`src/rtl/rsq_pkg.sv`:
```
package rsq_pkg;

   typedef struct packed {
      logic        sign;
      logic [7:0]  expo;
      logic [22:0] frac;
   } fp32_t;

   typedef enum logic [1:0] {
      ST_RECV = 2'd0,
      ST_CALC = 2'd1,
      ST_SEND = 2'd2
   } rsq_state_e;

   localparam logic [31:0] FP_QNAN = 32'h7FC0_0000;
   localparam logic [31:0] FP_PINF = 32'h7F80_0000;
   localparam logic [31:0] FP_ZERO = 32'h0000_0000;
   localparam int          FP_BIAS = 127;

endpackage

```
`src/rtl/rsq_rx.sv`:
```
module rsq_rx #(
   parameter int BYTE_W = 8,
   parameter int BYTES  = 4
) (
   input  logic                      clk,
   input  logic                      rst_n,
   input  logic                      en,
   input  logic                      in_valid,
   input  logic [BYTE_W-1:0]         in_byte,
   output logic [BYTE_W*BYTES-1:0]   word,
   output logic                      done
);
   localparam int WORD_W = BYTE_W * BYTES;
   localparam int CNT_W  = $clog2(BYTES);

   logic [CNT_W-1:0] cnt_q;
   logic             take;

   assign take = en && in_valid;
   assign done = take && (cnt_q == CNT_W'(BYTES - 1));

   always_ff @(posedge clk) begin
      if (!rst_n) begin
         cnt_q <= '0;
         word  <= '0;
      end else if (take) begin
         word  <= {word[WORD_W-BYTE_W-1:0], in_byte};
         cnt_q <= done ? '0 : cnt_q + CNT_W'(1);
      end
   end
endmodule

```
`src/rtl/rsq_mul.sv`:
```
module rsq_mul
   import rsq_pkg::*;
#(
   parameter int PRECISION_BITS = 11
) (
   input  fp32_t a,
   input  fp32_t b,
   output fp32_t p
);
   localparam int MW = PRECISION_BITS + 1;
   localparam int PW = 2 * MW;

   logic [MW-1:0]             ma, mb;
   logic [PW-1:0]             prod;
   logic [9:0]                esum, ex;
   logic [PRECISION_BITS-1:0] fr;
   logic                      unused_mul;

   always_comb begin
      ma   = {1'b1, a.frac[22 -: PRECISION_BITS]};
      mb   = {1'b1, b.frac[22 -: PRECISION_BITS]};
      prod = PW'(ma) * PW'(mb);
      esum = {2'b00, a.expo} + {2'b00, b.expo} - 10'(FP_BIAS);
      if (prod[PW-1]) begin
         fr = prod[PW-2 -: PRECISION_BITS];
         ex = esum + 10'd1;
      end else begin
         fr = prod[PW-3 -: PRECISION_BITS];
         ex = esum;
      end
      p                          = '0;
      p.expo                     = ex[7:0];
      p.frac[22 -: PRECISION_BITS] = fr;
   end

   assign unused_mul = ^{a.sign, b.sign, a.frac, b.frac, ex[9:8], prod};
endmodule

```
`src/rtl/rsq_sub.sv`:
```
module rsq_sub
   import rsq_pkg::*;
#(
   parameter int PRECISION_BITS = 11
) (
   input  fp32_t b,
   output fp32_t d_out
);
   localparam int FB = PRECISION_BITS + 2;
   localparam int DW = FB + 2;
   localparam logic [DW-1:0] THREE_HALF = DW'(3) << (FB - 1);

   logic [PRECISION_BITS:0]   mant;
   logic [DW-1:0]             bf, diff, norm;
   logic                      unused_sub;
   int                        e_i, lead;

   always_comb begin
      mant = {1'b1, b.frac[22 -: PRECISION_BITS]};
      e_i  = int'(b.expo);
      if (e_i >= 125)
         bf = DW'(mant) << (e_i - 125);
      else
         bf = DW'(mant) >> (125 - e_i);
      diff = THREE_HALF - bf;
      lead = 0;
      for (int i = 0; i < DW; i++)
         if (diff[i]) lead = i;
      norm  = diff << (FB - lead);
      d_out = '0;
      if (e_i <= 127 && bf < THREE_HALF) begin
         d_out.expo                     = 8'(FP_BIAS + lead - FB);
         d_out.frac[22 -: PRECISION_BITS] = norm[FB-1 -: PRECISION_BITS];
      end
   end

   assign unused_sub = ^{b.sign, b.frac, norm};
endmodule

```
`src/rtl/rsq_tx.sv`:
```
module rsq_tx #(
   parameter int BYTE_W = 8,
   parameter int BYTES  = 4
) (
   input  logic                    clk,
   input  logic                    rst_n,
   input  logic                    load,
   input  logic [BYTE_W*BYTES-1:0] word,
   output logic [BYTE_W-1:0]       out_byte,
   output logic                    out_valid,
   output logic                    out_last
);
   localparam int WORD_W = BYTE_W * BYTES;
   localparam int CNT_W  = $clog2(BYTES);

   logic [WORD_W-1:0] sh_q;
   logic [CNT_W-1:0]  cnt_q;
   logic              act_q;

   assign out_byte  = sh_q[WORD_W-1 -: BYTE_W];
   assign out_valid = act_q;
   assign out_last  = act_q && (cnt_q == CNT_W'(BYTES - 1));

   always_ff @(posedge clk) begin
      if (!rst_n) begin
         sh_q  <= '0;
         cnt_q <= '0;
         act_q <= 1'b0;
      end else if (load) begin
         sh_q  <= word;
         cnt_q <= '0;
         act_q <= 1'b1;
      end else if (act_q) begin
         sh_q  <= sh_q << BYTE_W;
         cnt_q <= cnt_q + CNT_W'(1);
         if (out_last) act_q <= 1'b0;
      end
   end
endmodule

```
`src/rtl/rsq_byte_engine.sv`:
```
module rsq_byte_engine
   import rsq_pkg::*;
#(
   parameter int          PRECISION_BITS = 11,
   parameter int          BYTE_W         = 8,
   parameter logic [30:0] SEED_MAGIC     = 31'h5F3759DF
) (
   input  logic              clk,
   input  logic              rst_n,
   input  logic [BYTE_W-1:0] in_byte,
   input  logic              in_valid,
   output logic [BYTE_W-1:0] out_byte,
   output logic              out_valid,
   output logic              out_last
);
   localparam int BYTES = 32 / BYTE_W;

   if (PRECISION_BITS < 4 || PRECISION_BITS > 23) begin : g_bad_precision
      $error("rsq_byte_engine: PRECISION_BITS must lie in 4..23");
   end
   if (BYTE_W != 4 && BYTE_W != 8 && BYTE_W != 16) begin : g_bad_byte
      $error("rsq_byte_engine: BYTE_W must be 4, 8 or 16");
   end

   rsq_state_e  state_q;
   logic [1:0]  step_q;
   logic [31:0] x_bits;
   logic        rx_done, tx_load;
   fp32_t       x_w, y0_w, acc_q, mul_a, mul_b, mul_p, half_w, sub_w, final_w;
   logic        is_nan, is_zsub, is_neg, is_pinf;

   rsq_rx #(.BYTE_W(BYTE_W), .BYTES(BYTES)) u_rx (
      .clk(clk), .rst_n(rst_n), .en(state_q == ST_RECV),
      .in_valid(in_valid), .in_byte(in_byte),
      .word(x_bits), .done(rx_done)
   );

   assign x_w  = x_bits;
   assign y0_w = {1'b0, SEED_MAGIC - {1'b0, x_bits[30:1]}};

   always_comb begin
      case (step_q)
         2'd0:    begin mul_a = x_w;   mul_b = y0_w;  end
         2'd1:    begin mul_a = acc_q; mul_b = y0_w;  end
         default: begin mul_a = y0_w;  mul_b = acc_q; end
      endcase
   end

   rsq_mul #(.PRECISION_BITS(PRECISION_BITS)) u_mul (
      .a(mul_a), .b(mul_b), .p(mul_p)
   );

   rsq_sub #(.PRECISION_BITS(PRECISION_BITS)) u_sub (
      .b(acc_q), .d_out(sub_w)
   );

   assign half_w = {mul_p.sign, mul_p.expo - 8'd1, mul_p.frac};

   assign is_nan  = (x_w.expo == 8'hFF) && (x_w.frac != '0);
   assign is_zsub = (x_w.expo == 8'h00);
   assign is_neg  = x_w.sign;
   assign is_pinf = (x_w.expo == 8'hFF) && (x_w.frac == '0) && !x_w.sign;

   always_comb begin
      if (is_nan)       final_w = FP_QNAN;
      else if (is_zsub) final_w = FP_PINF;
      else if (is_neg)  final_w = FP_QNAN;
      else if (is_pinf) final_w = FP_ZERO;
      else              final_w = mul_p;
   end

   assign tx_load = (state_q == ST_CALC) && (step_q == 2'd3);

   always_ff @(posedge clk) begin
      if (!rst_n) begin
         state_q <= ST_RECV;
         step_q  <= 2'd0;
         acc_q   <= '0;
      end else begin
         case (state_q)
            ST_RECV: begin
               step_q <= 2'd0;
               if (rx_done) state_q <= ST_CALC;
            end
            ST_CALC: begin
               step_q <= step_q + 2'd1;
               case (step_q)
                  2'd0:    acc_q <= mul_p;
                  2'd1:    acc_q <= half_w;
                  2'd2:    acc_q <= sub_w;
                  default: state_q <= ST_SEND;
               endcase
            end
            ST_SEND: begin
               if (out_last) state_q <= ST_RECV;
            end
            default: state_q <= ST_RECV;
         endcase
      end
   end

   rsq_tx #(.BYTE_W(BYTE_W), .BYTES(BYTES)) u_tx (
      .clk(clk), .rst_n(rst_n), .load(tx_load), .word(final_w),
      .out_byte(out_byte), .out_valid(out_valid), .out_last(out_last)
   );
endmodule

```
`config.mk`:
```
export PLATFORM = sky130hd
export DESIGN_NAME = rsq_byte_engine
export DESIGN_NICKNAME = d
export VERILOG_FILES = /design/src/rtl/rsq_pkg.sv /design/src/rtl/rsq_rx.sv /design/src/rtl/rsq_mul.sv /design/src/rtl/rsq_sub.sv /design/src/rtl/rsq_tx.sv /design/src/rtl/rsq_byte_engine.sv
export SDC_FILE = /design/constraint.sdc
export NUM_CORES = 1
export LEC_CHECK = 0
export BUFFER_PORTS_ARGS = -buffer_cell sky130_fd_sc_hd__buf_2
export CORE_MARGIN = 5
export CORE_UTILIZATION = 53
export CTS_CLUSTER_SIZE = 12
export DETAILED_ROUTE_END_ITERATION = 16
export PLACE_DENSITY = 0.69
export SYNTH_ARGS = -nofsm -noshare
export SYNTH_HDL_FRONTEND = slang
export SYNTH_SLANG_ARGS = --single-unit
```
`constraint.sdc`:
```
create_clock -name clk -period 10.1 [get_ports clk]
set_input_delay 2.02 -clock clk [delete_from_list [all_inputs] [get_ports clk]]
set_output_delay 2.02 -clock clk [all_outputs]
set_load 0.005 [all_outputs]
```
Yosys cells after proc, flatten, opt, wreduce, memory -nomap -nowiden
Cells that the tools add are included.
{"block": "word_totals", "reg_bits": 104, "in_bits": 11, "wordCells": 100}
{"block": "classes", "n_addsub": 14, "multipliers": 1, "magnitude_cmp": 3, "n_eq_ne": 11, "shift": 3, "n_mux": 36, "n_bitwise": 1, "n_reduce_logical": 22}
{"operator": "two-way mux 31 bit", "n": 5}
{"operator": "one-hot mux 32 bit (3 select lines)", "n": 1}
{"operator": "two-way mux 32 bit", "n": 2}
{"operator": "one-hot mux 31 bit (2 select lines)", "n": 1}
{"operator": "<< shifter 12 x 32 -> 15 bit", "n": 1}
{"operator": "<< shifter 15 x 32 -> 13 bit", "n": 1}
{"operator": "right shift 12 x 32 -> 15 bit", "n": 1}
{"operator": "subtractor 31 x 30 -> 31 bit, first input constant", "n": 1}
{"operator": "two-way mux 4 bit", "n": 7}
{"operator": "multiplier 12 x 12 -> 24 bit", "n": 1}
{"operator": "zero test 23 bit", "n": 1}
{"operator": "nonzero test 23 bit", "n": 1}
{"operator": "two-way mux 19 bit", "n": 1}
{"operator": "< comparator 15 x 14 -> 1 bit, second input constant", "n": 1}
{"operator": "two-way mux 15 bit", "n": 1}
{"operator": "subtractor 14 x 15 -> 15 bit, first input constant", "n": 1}
{"operator": "two-way mux 2 bit", "n": 6}
{"operator": "two-way mux 3 bit", "n": 4}
{"operator": "two-way mux 11 bit", "n": 1}
{"operator": "== test 2 bit, second input constant", "n": 5}
{"operator": "subtractor 7 x 8 -> 9 bit, first input constant", "n": 1}
{"operator": "subtractor 8 x 7 -> 9 bit, second input constant", "n": 1}
{"operator": "adder 7 x 4 -> 8 bit, first input constant", "n": 1}
{"operator": "adder 8 x 1 -> 8 bit, second input constant", "n": 1}
{"operator": "other kinds (26)", "n": 44}

Longest topological paths before layout
Gate-level depths: netlist of the first run.
{"block": "depth", "ltp_word": 22, "depth_mapped": 38}

Cells and area by module
From an unflattened synthesis of the first run, not the netlist that was laid out.
{"block": "hier_totals", "hier_cells": 1985, "hier_area_um2": 16229.3}
{"mod": "rsq_mul", "n_inst": 1, "cells_per_inst": 618, "area_per_inst_um2": 5245.0, "seq_area_each_um2": 0.0}
{"mod": "rsq_byte_engine", "n_inst": 1, "cells_per_inst": 572, "area_per_inst_um2": 4046.4, "seq_area_each_um2": 720.7}
{"mod": "rsq_sub", "n_inst": 1, "cells_per_inst": 475, "area_per_inst_um2": 3359.5, "seq_area_each_um2": 0.0}
{"mod": "rsq_rx", "n_inst": 1, "cells_per_inst": 158, "area_per_inst_um2": 1835.5, "seq_area_each_um2": 680.7}
{"mod": "rsq_tx", "n_inst": 1, "cells_per_inst": 162, "area_per_inst_um2": 1742.9, "seq_area_each_um2": 700.7}

Worst setup path before layout of the first run
Ideal clock, no wire load.
{"block": "synth_timing", "kind": "register -> register", "from": "register u_rx.word[9]", "to": "register acc_q[29] (netlist bit)", "setup_ns": 0.074, "arrival_ns": 8.539, "t_required_ns": 10.026, "slack_ns": 1.487, "stages_incl_launch_ff": 38, "path_buffers": 1, "period_less_slack_ns": 8.613, "cell_sequence": "dfxtp_1 nand4_1 a21oi_1 o21ai_1 a21boi_1 a31oi_1 nand2b_1 inv_1 nand2_1 xor2_1 o21a_1 inv_1 nand2_1 fa_1 fa_1 inv_1 fa_1 fa_1 (+2 left out) inv_1 ha_1 nand3_1 nor2_1 nand3b_1 o31ai_1 o21ai_0 a31oi_1 mux2i_1 nor2_1 buf_2 mux2i_1 ha_1 nand2_1 nor2_1 nand4b_1 xnor2_1 o21ai_0"}
{"block": "synth_via", "elab_chain_cells": 8, "elab_cells_between_ends": 10, "cone_classes": "add/sub (5); mul (1); mux (4)"}
{"element": "from (decl)", "line": "rsq_rx.sv:10", "source": "output logic [BYTE_W*BYTES-1:0] word,"}
{"element": "from (signal assigned)", "line": "rsq_rx.sv:27", "source": "word <= {word[WORD_W-BYTE_W-1:0], in_byte};"}
{"element": "subtractor 31 x 30 -> 31 bit *", "line": "rsq_byte_engine.sv:39", "source": "assign y0_w = {1'b0, SEED_MAGIC - {1'b0, x_bits[30:1]}};"}
{"element": "one-hot mux 31 bit (2 select lines) / two-way mux 31 bit (equally long branches)", "line": "rsq_byte_engine.sv:42", "source": "case (step_q)"}
{"element": "adder 8 bit", "line": "rsq_mul.sv:23", "source": "esum = {2'b00, a.expo} + {2'b00, b.expo} - 10'(FP_BIAS);"}
{"element": "subtractor 8 x 7 -> 8 bit", "line": "rsq_mul.sv:23"}
{"element": "adder 8 x 1 -> 8 bit", "line": "rsq_mul.sv:26", "source": "ex = esum + 10'd1;"}
{"element": "two-way mux 8 bit *", "line": "rsq_mul.sv:24", "source": "if (prod[PW-1]) begin"}
{"element": "subtractor 8 x 1 -> 8 bit", "line": "rsq_byte_engine.sv:57", "source": "assign half_w = {mul_p.sign, mul_p.expo - 8'd1, mul_p.frac};"}
{"element": "one-hot mux 32 bit (3 select lines) *", "line": "rsq_byte_engine.sv:87", "source": "case (step_q)"}
{"element": "to (signal assigned)", "line": "rsq_byte_engine.sv:88", "source": "2'd0: acc_q <= mul_p;"}
{"element": "to (signal assigned)", "line": "rsq_byte_engine.sv:89", "source": "2'd1: acc_q <= half_w;"}
{"element": "to (signal assigned)", "line": "rsq_byte_engine.sv:90", "source": "2'd2: acc_q <= sub_w;"}
{"element": "to (decl)", "line": "rsq_byte_engine.sv:29", "source": "fp32_t x_w, y0_w, acc_q, mul_a, mul_b, mul_p, half_w, sub_w, final_w;"}
Every way passes the cells marked *; elsewhere a longest branch is shown, timed or not. The select of a mux whose other input is x is not followed.
A chain may end at the register's enable or synchronous reset.

Worst setup path after layout of the first run
Same ends and word-level chain as after synthesis.

==> results.md, run 1 <==
- H-tree depth: 3
- Filler cells: 2292
- Area after DPL: 12900 um^2
- Total GRT Usage: 0.266
- Worst Hold Path Cells: 2
- DRT antenna net count: 0
- Met2 wire length: 15600 um
- Worst EP required: 10380 ps
- Syn avg cell area: 7.70 um^2
- YS warnings: 0
- Initial antenna violation count: 0
- Setup TNS: 0 ps
- Die Wd: 165 um
- RSZ-0062 raised after global routing: false
- First-iteration detailed-routing DRC count: 1063
- First-pass detailed-route iteration total: 6
- Design Area, Final: 13200 um^2
- Peak Freq: 0.108 GHz
- Setup Buffers After CTS: 0
- Crit-path slowest cell: fa_1
- Synth cell types: 106
- Total power draw: 951 uW
- Register area share after synthesis: 0.126
- DP HPWL: 27300 um
- Critical path endpoint category: flip-flop
- Most common library cells after synthesis: nand2_1 (249), inv_1 (175), nor2_1 (116)
- Top layer used by detailed routing: met4
- Gr ovfl total: 0
- CP Launch Type: flip-flop
- Routed wire per std cell: 18.3 um
- Vias in the first global route: 11076
- Hold violation count in the final report: 0
- Synth async-reset ratio: 0
- Wire length on met3: 2340 um
- Post-layout util: 0.562
- Worst reg2reg path depth: 36
- Num CTS Buffers: 9
- Synth area leader: fa_1
- Core Region: 23500 um^2
- Number of vias per cell: 5.96
- # DRC: 0
- Initial Utilization: 0.539
- R2r startpoint: u_rx.word[9]
- Syn_nets: 1849
- Status: complete, no violations
- Max Cap Viol: 0
- Final cycle utilization of the critical path: 0.913
- Via Count: 11489
- Port Buffers: 20
- Worst slew margin: 0.183
- Routed metal-1 wirelength: 16200 um
- Min-delay src: u_tx.sh_q[26]
- Setup violators final: 0
- Max stage delay on crit path: 550 ps
- CTS sink cnt: 80
- Root Driver: clkbuf_16
- CP Class: reg -> reg
- Share of cells above drive strength 1: 0.0870
- Die area: 27200 um^2
- I/O pins: 21
- Dominant synthesized flop cell: dfxtp_1
- Critical path peak fanout: 12
- Peak VDD IR: 0.112 mV
- Clock skew: 5.75 ps
- Height of the chip: 165 um
- Final Max Tran Viols: 0
- Worst R2R End: acc_q[29]
- Largest cells by area after synthesis: fa_1 (16%), dfxtp_1 (13%), ha_1 (8.7%), nand2_1 (7.4%), inv_1 (5.2%)
- Worst min-delay path class: reg -> reg
- Largest net degree at the start of global routing: 81
- Hold buffers post-CTS: 0
- CTS max path bufs: 2
- Setup crit start: u_rx.word[9]
- Rows: 56
- Synth top area share: 0.158
- Leak: 5.86 nW
- CTS tree: done
- Critical Path AT: 9500 ps
- Nets: 1804
- FF-to-FF setup slack: 880 ps
- GP Congestion: 0.937
- Worst slew pin tran: 1220 ps
- Cell area after synthesis: 12700 um^2
- Post-synth EDFFs: 0
- Final worst path period need: 9220 ps
- # diodes: 0
- Count leader, synth: nand2_1
- WL final: 35300 um
- Power per Cell Area: 71.9 nW/um^2
- Clock Latency Late Sink: 350 ps
- Worst Hold End: u_tx.sh_q[26]
- Synth-to-layout area growth: 4.18%
- Clock Pin Slew Worst Setup and Hold Paths: 70 ps
- Seq cells post-synth: 80
- Synth Instances: 1650
- First-pass GRT wire length: 58000 um
worst max-delay path, delay by kind of cell (launching register included):
kind / cells / cell delay (ps)
simple gates: 11 / 1640
buf+inv: 5 / 490
mux: 1 / 470
flops: 1 / 370
fa+ha+maj: 7 / 3200
compound gates: 9 / 2250
xor+xnor: 3 / 710
per-layer routing:
metal	vias up	GRT usage
li1	5521	-
met1	5492	0.386
met2	412	0.407
met3	64	0.0377
met4	0	0.0858
met5	-	0
per-stage QoR:
| step | worst slack (ps) | hold WS [ps] | cells |
|---|---|---|---|
| finish | 879 | 468 | 1929 |
| floorplan | 1490 | 441 | 1650 |
| CTS | 473 | 470 | 1929 |
| global placement | 778 | 451 | 1913 |
| detailed placement | 495 | 460 | 1913 |
| global route | 97.5 | 494 | 1929 |
kinds of logic after synthesis:
| group | after synthesis | share of synthesized area |
|---|---|---|
| simple gates | 577 | 0.216 |
| compound gates | 383 | 0.209 |
| buf+inv | 287 | 0.0944 |
| fa+ha+maj | 188 | 0.244 |
| flops | 80 | 0.126 |
| xor+xnor | 71 | 0.0507 |
| mux | 64 | 0.0602 |
final cells by class:
class / count / area [um^2] / area share
Tap cell: 319 / 399 / 0.0302
Clock inverter: 6 / 50.0 / 0.00378
Clock buffer: 10 / 239 / 0.0181
Sequential cell: 80 / 1600 / 0.121
Inverter: 179 / 672 / 0.0508
Multi-Input combinational cell: 1283 / 9930 / 0.750
Timing Repair Buffer: 52 / 340 / 0.0257
cell usage in the layout, fill, tap and decap left out, types with 42 or more instances in the layout:
cell,synthesis,layout
inv_1,175,175
a21oi_1,73,73
ha_1,88,88
a21boi_0,43,43
dfxtp_1,80,80
mux2i_1,43,42
xnor2_1,51,51
nor2_1,116,115
nand2_1,249,249
o21ai_0,88,88
fa_1,100,100
what timing repair did:
action,in CTS,in global routing
hold endpoints to repair,0,0
gates resized for setup,0,5
setup endpoints to repair,0,28
where the power goes:
group | switching (mW) | internal [mW]
clock | 0.144 | 0.177
sequential | 0.00979 | 0.321
combinational | 0.189 | 0.112
total | 0.342 | 0.609
worst max-delay path by stage:
stage,cells after the start,endpoint,slack [ps]
2_1_floorplan,37,acc_q[29],1490
3_3_place_gp,36,acc_q[29],780
3_5_place_dp,36,acc_q[29],490
4_1_cts,36,acc_q[29],470
5_1_grt,36,acc_q[29],100
6_report,36,acc_q[29],880
sequential cells by signal, summed over array words and instances (netlist names):
| signal | count |
|---|---|
| u_rx.word | 32 |
| u_tx.out_valid | 1 |
| u_tx.sh_q | 20 |
| state_q | 2 |
| acc_q | 19 |
| step_q | 2 |
| u_rx.cnt_q | 2 |
| u_tx.cnt_q | 2 |
Note: power is estimated with default switching activity, not from simulation.
==> run 2, diff against run 1 <==
- CELL_PAD_IN_SITES_DETAIL_PLACEMENT: not set -> 0
- CELL_PAD_IN_SITES_GLOBAL_PLACEMENT: not set -> 1
- CORE_UTILIZATION: 53 -> 50
- PLACE_DENSITY: 0.69 -> not set
- PLACE_DENSITY_LB_ADDON: not set -> 0.1
- SLEW_MARGIN: not set -> 0
==> run 2 against run 1 <==
Cell count grew 0.73%. First-iteration DRC count shrank 11%. Critical endpoint unchanged. Cell area grew 0.39%. Power grew 4.2%. Hold slack lost 0.71 ps. Clock power grew 11%. Combinational power grew 2%. Register-to-register slack lost 140 ps. Flip-flop and latch count is the same. Fmax shrank 1.5%. Via count shrank 0.44%.
==> results.md, run 2 (synthesized netlist as in run 1, its figures left out) <==
- Nets: 1808
- Die area: 28700 um^2
- Most common cell after layout, fill and taps aside: nand2_1
- Vias in the first global route: 11008
- Critical path peak fanout: 9
- Total GRT Usage: 0.264
- GP Congestion: 0.888
- PnR worst setup slack: 738 ps
- Root Driver: clkbuf_16
- Clock Latency Late Sink: 340 ps
- Reg with most FFs: u_rx.word
- Largest net degree at the start of global routing: 49
- H-tree depth: 3
- Top flop regs: u_rx.word (32), u_tx.sh_q (20), acc_q (19)
- Num CTS Buffers: 9
- CTS max path bufs: 2
- Die Wd: 169 um
- Synth-to-layout area growth: 4.58%
- Final cycle utilization of the critical path: 0.927
- Setup Buffers After CTS: 0
- DRT antenna net count: 0
- Worst EP required: 10370 ps
- First-pass GRT wire length: 60900 um
- CP Class: reg -> reg
- Hold violation count in the final report: 0
- Via Count: 11438
- Port Buffers: 20
- Total power draw: 992 uW
- DP HPWL: 29600 um
- Most frequent cells in the layout: nand2_1 (249), inv_1 (175), nor2_1 (115)
- Max stage delay on crit path: 560 ps
- WL final: 37700 um
- Critical path endpoint category: flip-flop
- Number of vias per cell: 5.89
- CTS sink cnt: 80
- Worst slew margin: 0.207
- First-pass detailed-route iteration total: 5
- Gr ovfl total: 0
- Initial antenna violation count: 0
- Core Region: 25100 um^2
- Setup violators final: 0
- Grt met2 use: 0.405
- Status: complete, no violations
- # DRC: 0
- Met1 GRT Util: 0.389
- I/O pins: 21
- Critical Path AT: 9640 ps
- Share of cells above drive strength 1: 0.0868
- Final worst path period need: 9360 ps
- Worst min-delay path class: reg -> reg
- Power per Cell Area: 74.7 nW/um^2
- Final Max Tran Viols: 0
- Peak Freq: 0.107 GHz
- Rows: 58
- Crit-path slowest cell: fa_1
- # diodes: 0
- GRT busiest layer: met2
- Peak VDD IR: 0.103 mV
- CP Launch Type: flip-flop
- Max Cap Viol: 0
- CTS tree: done
- RSZ-0062 raised after global routing: false
- Pre-CTS WS: 533 ps
- Max reg flops: 32
- CP top delay family: adder cells
- Buf/Inv on CP: 5
- Setup TNS: 0 ps
- M3 GR Usage: 0.0412
- Leak: 5.89 nW
- Routed wire per std cell: 19.4 um
- Clock Pin Slew Worst Setup and Hold Paths: 70 ps
- First-iteration detailed-routing DRC count: 945
- Clock skew: 12.5 ps
- Worst slew pin tran: 1190 ps
- Initial Utilization: 0.506
- Height of the chip: 169 um
## run 2: power breakdown
group,switching (mW),leakage (nW),internal (mW)
combinational,0.193,5.09,0.113
sequential,0.0103,0.647,0.321
clock,0.138,0.156,0.217
## run 2: layout make-up
| cell class | count | area, um^2 |
|---|---|---|
| multi-input combinational | 1283 | 9910 |
| timing repair buffer | 56 | 370 |
| fill | 2498 | 11800 |
| clock buffer | 9 | 225 |
| tap | 330 | 413 |
| inverter | 179 | 672 |
| sequential | 80 | 1600 |
| clock inverter | 6 | 91.3 |
## run 2: final timing paths
kind                  from       endpoint  slack, ps  cells past startpoint
min reg2reg  u_tx.sh_q[30]  u_tx.sh_q[30]        470                      2
max           u_rx.word[8]      acc_q[29]        740                     36
max reg2reg   u_rx.word[8]      acc_q[29]        740                     36
min          u_tx.sh_q[30]  u_tx.sh_q[30]        470                      2
## run 2: timing repair
item,4_1_cts,5_1_grt
gates resized for setup,0,2
hold buffers,0,0
setup endpoints to repair,0,4
## run 2: stage by stage
step	area (um^2)	util	hold WS (ps)	std cells
after floorplan	12700	-	441	1650
after global placement	13000	0.516	452	1928
after detailed placement	13000	0.516	458	1928
after CTS	13300	0.529	469	1943
after global routing	13300	0.529	482	1943
final	13300	0.529	468	1943
## run 2: worst min-delay path: cells and delay by family (launching register included)
family | cells | cell delay [ps]
simple gates | 1 | 50
flops | 1 | 310
compound gates | 1 | 60
## run 2: routing by layer
layer / vias up / wire length, um
li1: 5514 / -
met4: 0 / 931
met5: - / 0
met1: 5545 / 17800
met3: 56 / 2280
met2: 323 / 16700
==> run 3, diff against run 2 <==
- CORE_UTILIZATION: 50 -> 51
- SYNTH_HIERARCHICAL: not set -> 1
==> run 3 against run 2 <==
Area after synthesis increased by 20%. Global-route usage decreased by 2.2 points. Setup slack improved by 470 ps. Via count increased by 13%. Power increased by 4.2%. Cell area increased by 15%. Flip-flop and latch count increased by 12. Cell count increased by 11%. Critical path depth decreased by 8. Count of clock-buffer cells in the layout unchanged. Synthesized cell count increased by 12%. Non-clock buffer count decreased by 5. Critical endpoint unchanged.
==> results.md, run 3 <==
- Leak: 6.59 nW
- RSZ-0062 raised after global routing: false
- Sw frac: 0.344
- Peak Freq: 0.113 GHz
- Die Wd: 183 um
- Initial antenna violation count: 0
- Post-layout util: 0.518
- Clock Latency Late Sink: 360 ps
- Hold buffers post-CTS: 0
- Die area: 33400 um^2
- Setup TNS: 0 ps
- Critical Path AT: 9120 ps
- Critical path endpoint category: flip-flop
- Via Count: 12873
- First-pass GRT wire length: 67100 um
- Syn avg cell area: 8.23 um^2
- Gr ovfl total: 0
- Height of the chip: 183 um
- # DRC: 0
- Status: complete, no violations
- Most common cell after layout, fill and taps aside: nand2_1
- Routed wire per std cell: 18.9 um
- Hold Slack: 484 ps
- Final cycle utilization of the critical path: 0.880
- Crit-path slowest cell: a211oi_2
- First-iteration detailed-routing DRC count: 1040
- DRT antenna net count: 0
- Multi-input gate area: 11700 um^2
- # diodes: 0
- Comb pwr share: 0.281
- Synth Instances: 1851
- Max Cap Viol: 0
- Power per Cell Area: 67.5 nW/um^2
- CP Class: reg -> reg
- Met2 wire length: 18800 um
- Filler cells: 2937
- Sequential standard cell area: 1840 um^2
- Worst min-delay path class: reg -> reg
- Clock skew: 15.2 ps
- Worst EP required: 10330 ps
- Max stage delay on crit path: 890 ps
- Rows: 63
- Sequential power share: 0.368
- WL final: 40600 um
- Share of cells above drive strength 1: 0.137
- H-tree depth: 3
- Cell area after synthesis: 15200 um^2
- DP HPWL: 30700 um
- Most frequent cells in the layout: nand2_1 (173), inv_1 (172), fa_1 (100)
- Synth-to-layout area growth: 0.518%
- Root Driver: clkbuf_16
- CTS sink cnt: 92
- Critical path peak fanout: 15
- Setup violators final: 0
- Clk pwr share: 0.351
- Top layer used by detailed routing: met4
- Vias in the first global route: 12499
- Largest net degree at the start of global routing: 71
- Port Buffers: 20
- CTS max path bufs: 2
- First-pass detailed-route iteration total: 7
- I/O pins: 21
- Final Max Tran Viols: 0
- Routed metal-1 wirelength: 19400 um
- Clock Pin Slew Worst Setup and Hold Paths: 70 ps
- Hold violation count in the final report: 0
- Post-cts repair resize count: 0
- CTS tree: done
- GP Congestion: 0.915
- Int Power: 677 uW
- Initial Utilization: 0.515
- Num CTS Buffers: 9
- Core Region: 29600 um^2
- NetSw: 355 uW
- YS warnings: 6
- CP Launch Type: flip-flop
- Total power draw: 1.03 mW
- Final worst path period need: 8890 ps
- Peak VDD IR: 0.120 mV
- Total GRT Usage: 0.242
- Wire length on met3: 1470 um
- Worst slew margin: 0.254
- Number of vias per cell: 5.99
- Cell mode on critical path: fa_1
- Worst slew pin tran: 1110 ps
- Top flop regs: u_rx/word (32), u_tx/sh_q (32), acc_q (19)
- Nets: 1956
- Setup Buffers After CTS: 0
-- run 3: critical path: cells and delay by family, from the launching register on --
kind,cells,cell delay [ps]
XOR/XNOR,2,330
adder cells (fa/ha/maj),7,3080
AND/OR/NAND/NOR,9,1470
flip-flops,1,590
multiplexers,1,420
AO/OA/AOI/OAI,6,2670
buffers and inverters,3,180
-- run 3: metal layers --
metal	up-vias	track usage
li1	6234	-
met1	6315	0.350
met2	267	0.387
met3	57	0.0272
met4	0	0.0682
met5	-	0
-- run 3: stage by stage --
step,worst slack (ps),cells,area (um^2)
floorplan,2380,1863,15300
global placement,1370,2133,15000
detailed placement,1250,2133,15000
CTS,1220,2149,15300
global route,504,2149,15300
finish,1210,2149,15300
-- run 3: final timing paths --
check | from | to | slack, ps | cells after the start
max | u_rx/word[14] | acc_q[29] | 1210 | 28
min | u_rx/word[4] | u_rx/word[12] | 480 | 2
max reg2reg | u_rx/word[14] | acc_q[29] | 1210 | 28
min reg2reg | u_rx/word[4] | u_rx/word[12] | 480 | 2
-- run 3: final cells by class --
type | instances | area share
repair buffers | 51 | 0.0217
multi-input cells | 1426 | 0.763
clock inverters | 7 | 0.00605
flip-flops and latches | 92 | 0.120
clock buffers | 9 | 0.0147
inverters | 174 | 0.0427
well taps | 390 | 0.0319
-- run 3: power groups by stage --
stage | clock network, mW | logic [mW] | registers (mW)
3_5_place_dp | 0 | 0.290 | 0.388
2_1_floorplan | 0 | 0.237 | 0.381
3_3_place_gp | 0 | 0.292 | 0.388
6_report | 0.363 | 0.290 | 0.380
5_1_grt | 0.389 | 0.328 | 0.381
4_1_cts | 0.372 | 0.293 | 0.380
